$ cat src/rtl/stk_shift_pkg.sv
`timescale 1ns/1ps
package stk_shift_pkg;
  localparam logic [7:0] OPC_SHL = 8'h78;
  localparam logic [7:0] OPC_SAR = 8'h7A;

  typedef enum logic [1:0] {
    ST_IDLE,
    ST_EXEC,
    ST_DONE
  } st_e;

  typedef enum logic {
    SH_LEFT,
    SH_ARITH_RIGHT
  } dir_e;
endpackage

$ cat src/rtl/stk_shift_barrel.sv
`timescale 1ns/1ps
module stk_shift_barrel
  import stk_shift_pkg::*;
#(
  parameter int DATA_W = 32,
  parameter int CNT_W  = $clog2(DATA_W)
) (
  input  logic [DATA_W-1:0] operand,
  input  logic [CNT_W-1:0]  amount,
  input  dir_e              dir,
  output logic [DATA_W-1:0] result
);
  logic [DATA_W-1:0] stage [CNT_W+1];

  assign stage[0] = operand;

  // one stage per amount bit, each moving by a power of two
  for (genvar g = 0; g < CNT_W; g++) begin : g_stage
    localparam int SH = 1 << g;
    logic [DATA_W-1:0] moved_l;
    logic [DATA_W-1:0] moved_r;
    assign moved_l = {stage[g][DATA_W-1-SH:0], {SH{1'b0}}};
    assign moved_r = {{SH{stage[g][DATA_W-1]}}, stage[g][DATA_W-1:SH]};
    assign stage[g+1] = !amount[g]        ? stage[g] :
                        (dir == SH_LEFT)  ? moved_l  : moved_r;
  end

  assign result = stage[CNT_W];
endmodule

$ cat src/rtl/stk_shift_store.sv
`timescale 1ns/1ps
module stk_shift_store #(
  parameter int DATA_W = 32,
  parameter int DEPTH  = 16,
  parameter int PTR_W  = $clog2(DEPTH + 1)
) (
  input  logic              clk,
  input  logic              rst_n,
  input  logic              push_en,
  input  logic [DATA_W-1:0] push_word,
  input  logic              commit_en,
  input  logic [DATA_W-1:0] commit_word,
  output logic [PTR_W-1:0]  level,
  output logic              full,
  output logic [DATA_W-1:0] top_word,
  output logic [DATA_W-1:0] next_word
);
  localparam int ADDR_W = (DEPTH > 1) ? $clog2(DEPTH) : 1;

  logic [DATA_W-1:0] slots [DEPTH];
  logic [PTR_W-1:0]  sp;
  logic [ADDR_W-1:0] free_idx, top_idx, next_idx;

  assign free_idx = ADDR_W'(sp);
  assign top_idx  = ADDR_W'(sp - PTR_W'(1));
  assign next_idx = ADDR_W'(sp - PTR_W'(2));

  always_ff @(posedge clk) begin
    if (push_en) begin
      slots[free_idx] <= push_word;
    end else if (commit_en) begin
      slots[next_idx] <= commit_word;
    end
  end

  always_ff @(posedge clk or negedge rst_n) begin
    if (!rst_n) begin
      sp <= '0;
    end else if (push_en) begin
      sp <= sp + PTR_W'(1);
    end else if (commit_en) begin
      sp <= sp - PTR_W'(1);
    end
  end

  assign level     = sp;
  assign full      = (sp == PTR_W'(DEPTH));
  assign top_word  = (sp >= PTR_W'(1)) ? slots[top_idx]  : '0;
  assign next_word = (sp >= PTR_W'(2)) ? slots[next_idx] : '0;


  no_push_when_full_chk: assert property (@(posedge clk) disable iff (!rst_n)
    push_en |-> !full);


  commit_pops_one_chk: assert property (@(posedge clk) disable iff (!rst_n)
    commit_en |=> (sp == $past(sp) - PTR_W'(1)));


  push_commit_excl_chk: assert property (@(posedge clk) disable iff (!rst_n)
    !(push_en && commit_en));
endmodule

$ cat src/rtl/stk_shift_ctrl.sv
`timescale 1ns/1ps
module stk_shift_ctrl
  import stk_shift_pkg::*;
#(
  parameter int PTR_W = 5
) (
  input  logic             clk,
  input  logic             rst_n,
  input  logic             start,
  input  logic [7:0]       opcode,
  input  logic [PTR_W-1:0] level,
  output logic             load_ops,
  output logic             commit,
  output logic             idle,
  output logic             done,
  output dir_e             dir,
  output logic             err_opc,
  output logic             err_uflow
);
  st_e  state;
  logic legal;
  logic shallow;

  assign legal   = (opcode == OPC_SHL) || (opcode == OPC_SAR);
  assign shallow = (level < PTR_W'(2));

  assign idle     = (state == ST_IDLE);
  assign load_ops = idle && start && legal && !shallow;
  assign commit   = (state == ST_EXEC);
  assign done     = (state == ST_DONE);

  always_ff @(posedge clk or negedge rst_n) begin
    if (!rst_n) begin
      state     <= ST_IDLE;
      dir       <= SH_LEFT;
      err_opc   <= 1'b0;
      err_uflow <= 1'b0;
    end else begin
      case (state)
        ST_IDLE: begin
          if (start) begin
            if (!legal) begin
              err_opc <= 1'b1;
              state   <= ST_DONE;
            end else if (shallow) begin
              err_uflow <= 1'b1;
              state     <= ST_DONE;
            end else begin
              dir   <= (opcode == OPC_SAR) ? SH_ARITH_RIGHT : SH_LEFT;
              state <= ST_EXEC;
            end
          end
        end
        ST_EXEC: state <= ST_DONE;
        default: begin
          state     <= ST_IDLE;
          err_opc   <= 1'b0;
          err_uflow <= 1'b0;
        end
      endcase
    end
  end


  done_single_chk: assert property (@(posedge clk) disable iff (!rst_n)
    done |=> !done);


  exec_to_done_chk: assert property (@(posedge clk) disable iff (!rst_n)
    load_ops |=> ##1 done);


  flag_excl_chk: assert property (@(posedge clk) disable iff (!rst_n)
    !(err_opc && err_uflow));


  busy_ignores_start_chk: assert property (@(posedge clk) disable iff (!rst_n)
    (commit && start) |=> (done && !err_opc && !err_uflow));
endmodule

$ cat src/rtl/stk_shift_unit.sv
`timescale 1ns/1ps
module stk_shift_unit
  import stk_shift_pkg::*;
#(
  parameter int DATA_W = 32,
  parameter int DEPTH  = 16,
  parameter int PTR_W  = $clog2(DEPTH + 1)
) (
  input  logic              clk,
  input  logic              rst_n,
  input  logic              start,
  input  logic [7:0]        opcode,
  input  logic              push_valid,
  output logic              push_ready,
  input  logic [DATA_W-1:0] push_data,
  output logic              done,
  output logic              err_opcode,
  output logic              err_underflow,
  output logic [PTR_W-1:0]  depth,
  output logic [DATA_W-1:0] tos_data
);
  localparam int CNT_W = $clog2(DATA_W);

  logic              load_ops, commit, idle, full;
  dir_e              dir;
  logic [DATA_W-1:0] top_word, next_word, shifted;
  logic [DATA_W-1:0] value_q;
  logic [CNT_W-1:0]  amount_q;

  stk_shift_ctrl #(.PTR_W(PTR_W)) u_ctrl (
    .clk       (clk),
    .rst_n     (rst_n),
    .start     (start),
    .opcode    (opcode),
    .level     (depth),
    .load_ops  (load_ops),
    .commit    (commit),
    .idle      (idle),
    .done      (done),
    .dir       (dir),
    .err_opc   (err_opcode),
    .err_uflow (err_underflow)
  );

  // operands are latched when the shift is accepted
  always_ff @(posedge clk or negedge rst_n) begin
    if (!rst_n) begin
      value_q  <= '0;
      amount_q <= '0;
    end else if (load_ops) begin
      value_q  <= next_word;
      amount_q <= top_word[CNT_W-1:0];
    end
  end

  stk_shift_barrel #(.DATA_W(DATA_W), .CNT_W(CNT_W)) u_barrel (
    .operand (value_q),
    .amount  (amount_q),
    .dir     (dir),
    .result  (shifted)
  );

  assign push_ready = idle && !start && !full;

  stk_shift_store #(.DATA_W(DATA_W), .DEPTH(DEPTH), .PTR_W(PTR_W)) u_store (
    .clk         (clk),
    .rst_n       (rst_n),
    .push_en     (push_valid && push_ready),
    .push_word   (push_data),
    .commit_en   (commit),
    .commit_word (shifted),
    .level       (depth),
    .full        (full),
    .top_word    (top_word),
    .next_word   (next_word)
  );

  assign tos_data = top_word;


  uflow_keeps_depth_chk: assert property (@(posedge clk) disable iff (!rst_n)
    err_underflow |-> (depth == $past(depth)));


  opc_keeps_depth_chk: assert property (@(posedge clk) disable iff (!rst_n)
    err_opcode |-> (depth == $past(depth)));


  sar_sign_fill_chk: assert property (@(posedge clk) disable iff (!rst_n)
    (commit && dir == SH_ARITH_RIGHT && amount_q != '0)
      |-> (shifted[DATA_W-1] == value_q[DATA_W-1]));


  shl_zero_fill_chk: assert property (@(posedge clk) disable iff (!rst_n)
    (commit && dir == SH_LEFT && amount_q != '0) |-> !shifted[0]);


  result_on_top_chk: assert property (@(posedge clk) disable iff (!rst_n)
    commit |=> (tos_data == $past(shifted)));
endmodule

$ cat config.mk
export PLATFORM = sky130hd
export DESIGN_NAME = stk_shift_unit
export DESIGN_NICKNAME = d
export VERILOG_FILES = /design/src/rtl/stk_shift_pkg.sv /design/src/rtl/stk_shift_barrel.sv /design/src/rtl/stk_shift_store.sv /design/src/rtl/stk_shift_ctrl.sv /design/src/rtl/stk_shift_unit.sv
export SDC_FILE = /design/constraint.sdc
export NUM_CORES = 1
export LEC_CHECK = 0
export BUFFER_PORTS_ARGS = -buffer_cell sky130_fd_sc_hd__clkbuf_2
export CAP_MARGIN = 30
export CORE_ASPECT_RATIO = 0.6
export CORE_MARGIN = 5
export CORE_UTILIZATION = 30
export CTS_CLUSTER_DIAMETER = 150
export DETAILED_ROUTE_END_ITERATION = 7
export HOLD_SLACK_MARGIN = 0.1
export PLACE_DENSITY = 0.41
export SETUP_SLACK_MARGIN = 0.15
export SLEW_MARGIN = 20
export SYNTH_ARGS = -nofsm -noshare
export SYNTH_HDL_FRONTEND = slang
export SYNTH_SLANG_ARGS = --single-unit
$ cat constraint.sdc
create_clock -name clk -period 13.5 [get_ports clk]
set_input_delay 1.35 -clock clk [delete_from_list [all_inputs] [get_ports clk]]
set_output_delay 1.35 -clock clk [all_outputs]
set_load 0.05 [all_outputs]
==> out/qor.yml <==
status: "complete, no violations"
yosysSeqAreaShare_pct: 55.0
syn_nets: 1966
ctsHoldBuffers: 0
slowest_delay_ps: 900
yosys_warnings: 0
grt_pass1_vias: 18900
synth_seq_cells: 559
cts_num_sinks: 559
clockPowerShare_pct: 19.8
fp-row-count: 90
yosysUniqueCellTypes: 81
grt.total_usage_pct: 19.5
worstSetupPathType: "flip-flop to output pin"
power.internal_mw: 4.43
yosysTopAreaCellShare_pct: 51.1
hold_class: "flip-flop to flip-flop"
hold_viol_final: 0
cts_setup_buffers: 0
post_dp_cell_area_sq_um: 32000
nNetsFinal: 2013
synthFlopType: "edfxtp_1"
wire_per_inst_um: 32.0
start_kind: "flip-flop"
dieArea_sq_um: 107000
skew_ps: 21.1
antenna_found_initial: 3
drcViolationCount: 0
fin_tns_setup_ps: 0
dp_cells: 3231
power_mw: 7.80
antennaDiodeCount: 0
synth_edf_count: 512
root_buffer: "clkbuf_16"
cp_cell_sequence: "inv_1, ha_4, buf_4, buf_4, buf_16, mux4_2, nor2b_1, a211oi_1, a211oi_1, clkbuf_2"
setup_viol: 0
crit_family: "buffers and inverters"
cts.clk_slew.worst_paths_ps: 70
core_region_area_sq_um: 100000
worst_pin_slew_ps: 1000
die_w_um: 419
layout-drive-gt1-share_pct: 32.0
timing.final.crit_period_ps: 7060
rsz0062_at_grt: "no"
netlist_area_sq_um: 30100
final_antenna_net_count: 0
post-route-period-util_pct: 52.3
crit_buf_inv: 5
clk_path_buf_depth: 3
switching_share_pct: 43.2
drt_iter0_markers: 2148
wl_mm: 107
die_h_um: 255
fillers: 9617
drt-pass1-iter-count: 6
critPathCaptureType: "output pin"
initial_core_util_pct: 30.1
ir_drop_mv: 0.176
power_leakage_nw: 10.9
max-slew-margin-rel_pct: 33.3
switching_power_mw: 3.37
combPwrFrac_pct: 53.1
clk_latency_ps: 640
fin_area_sq_um: 33900
cts_buffers: 56
overflow: 0
async_reset_ff_share_pct: 8.41
syn_inst: 1916
r2r_slack_ps: 8550
grt_first_pass_wirelength_mm: 150
gp_congestion: 0.976
io_pins: 85
critical_path.max_fanout: 49
yosysMostFrequentCell: "edfxtp_1"
synth.avg_cell_area_sq_um: 15.7
dp_hpwl_mm: 67.3
port_buffers: 84
yosys-top-cells-count: "512 x edfxtp_1, 293 x mux4_2, 129 x nor2_1, 99 x mux2i_1, 95 x a211oi_1"
synthTopCellsByArea: "edfxtp_1 51%, mux4_2 22%, dfrtp_1 3.9%"
h-tree-depth: 2
synth_top_cell_by_area: "edfxtp_1"
slowest_stage: "dfrtp_4"
crit_arrival_ps: 5710
cts_tree: "yes"
vias: 19400
instances_no_fill: 3344
grt_max_degree: 120
syn_to_final_growth_pct: 12.5
p_per_area_nw_per_um2: 230
cts_resized: 0
cap_violations: 0
report.final.slew_viol_count: 0
vias_per_cell: 5.80
sequentialPowerShare_pct: 27.1
fmax_mhz: 142
required_ps: 12150
-- stage by stage --
step	setup slack [ps]	util, %	hold slack [ps]
after floorplan	7680	-	493
after global placement	6690	31.9	490
after detailed placement	6670	32.0	497
after CTS	5980	33.8	514
after global routing	6090	33.9	551
final	6440	33.9	509
-- area by class of cell --
class	instances	area [sq um]	area share (%)
flip-flops and latches	559	16600	48.9
multi-input cells	1170	12700	37.7
well taps	1334	1670	4.93
clock buffers	72	1530	4.53
repair buffers	162	1040	3.07
clock inverters	33	239	0.706
inverters	14	52.6	0.155
-- cell usage in the layout (no fill, tap or decap), types with 11 or more instances in the layout --
master / instances
mux4_2: 293
a211oi_1: 90
a211oi_2: 18
clkinv_2: 13
nor3_1: 30
o31ai_1: 13
nand2b_1: 14
clkbuf_2: 84
clkbuf_16: 58
edfxtp_1: 512
nand3_1: 16
mux2_2: 42
mux2i_1: 99
nor2_1: 113
nor2b_1: 43
a21oi_1: 55
nand2_1: 74
a31oi_1: 14
buf_4: 66
dfrtp_1: 41
inv_1: 11
nor2_4: 16
o21ai_0: 54
clkbuf_1: 11
o22ai_1: 25
clkinv_1: 15
-- metal layers --
layer	up-vias	global-route usage (%)	part of all wire (%)
li1	8080	-	-
met2	729	27.8	43
met3	102	4.99	7.6
met5	-	0	0.0065
met1	10500	30.3	48
met4	2	3.16	1.3
-- kinds of logic (layout without fill, tap and decap cells) --
family,count (synthesis),after routing,share of synthesized area [%]
flops,559,559,55.0
simple gates,346,346,5.39
compound gates,376,376,8.88
fa+ha+maj,6,6,0.249
xor+xnor,6,6,0.200
buf+inv,187,281,3.43
mux,436,436,26.9
-- power by group through the flow --
stage / combinational, mW / clock, mW / sequential [mW]
global placement: 4.19 / 0 / 2.14
floorplan: 3.04 / 0 / 2.08
global route: 4.39 / 1.67 / 2.12
finish: 4.14 / 1.55 / 2.11
detailed placement: 4.20 / 0 / 2.15
CTS: 4.21 / 1.60 / 2.11
-- path summary, 6_finish.rpt --
path,startpoint,to,cells after the start
worst max-delay path,u_store.level[1],tos_data[27],10
worst min-delay path,u_ctrl.err_opc,u_ctrl.err_opc,2
worst max register to register,amount_q[0],u_store.slots[7][12],7
worst min register to register,u_ctrl.err_opc,u_ctrl.err_opc,2
max in group asynchronous,rst_n,u_store.level[1],2
min in group asynchronous,rst_n,u_ctrl.state[0],2
-- worst register-to-register path, cell delays in order (launching register included) --
cell and delay, ps:
dfrtp_4 940, buf_4 830, mux2i_1 780, o22ai_1 150, a21oi_1 730, a21oi_1 310
o22a_1 270, a221o_1 550
-- state kept, by name, summed over array words and instances (netlist names) --
| register | flops |
|---|---|
| u_store.slots | 512 |
| u_store.level | 5 |
| value_q | 32 |
| u_ctrl.err_uflow | 1 |
| u_ctrl.dir | 1 |
| u_ctrl.err_opc | 1 |
| amount_q | 5 |
| u_ctrl.state | 2 |
(Power assumes the default switching activity.)
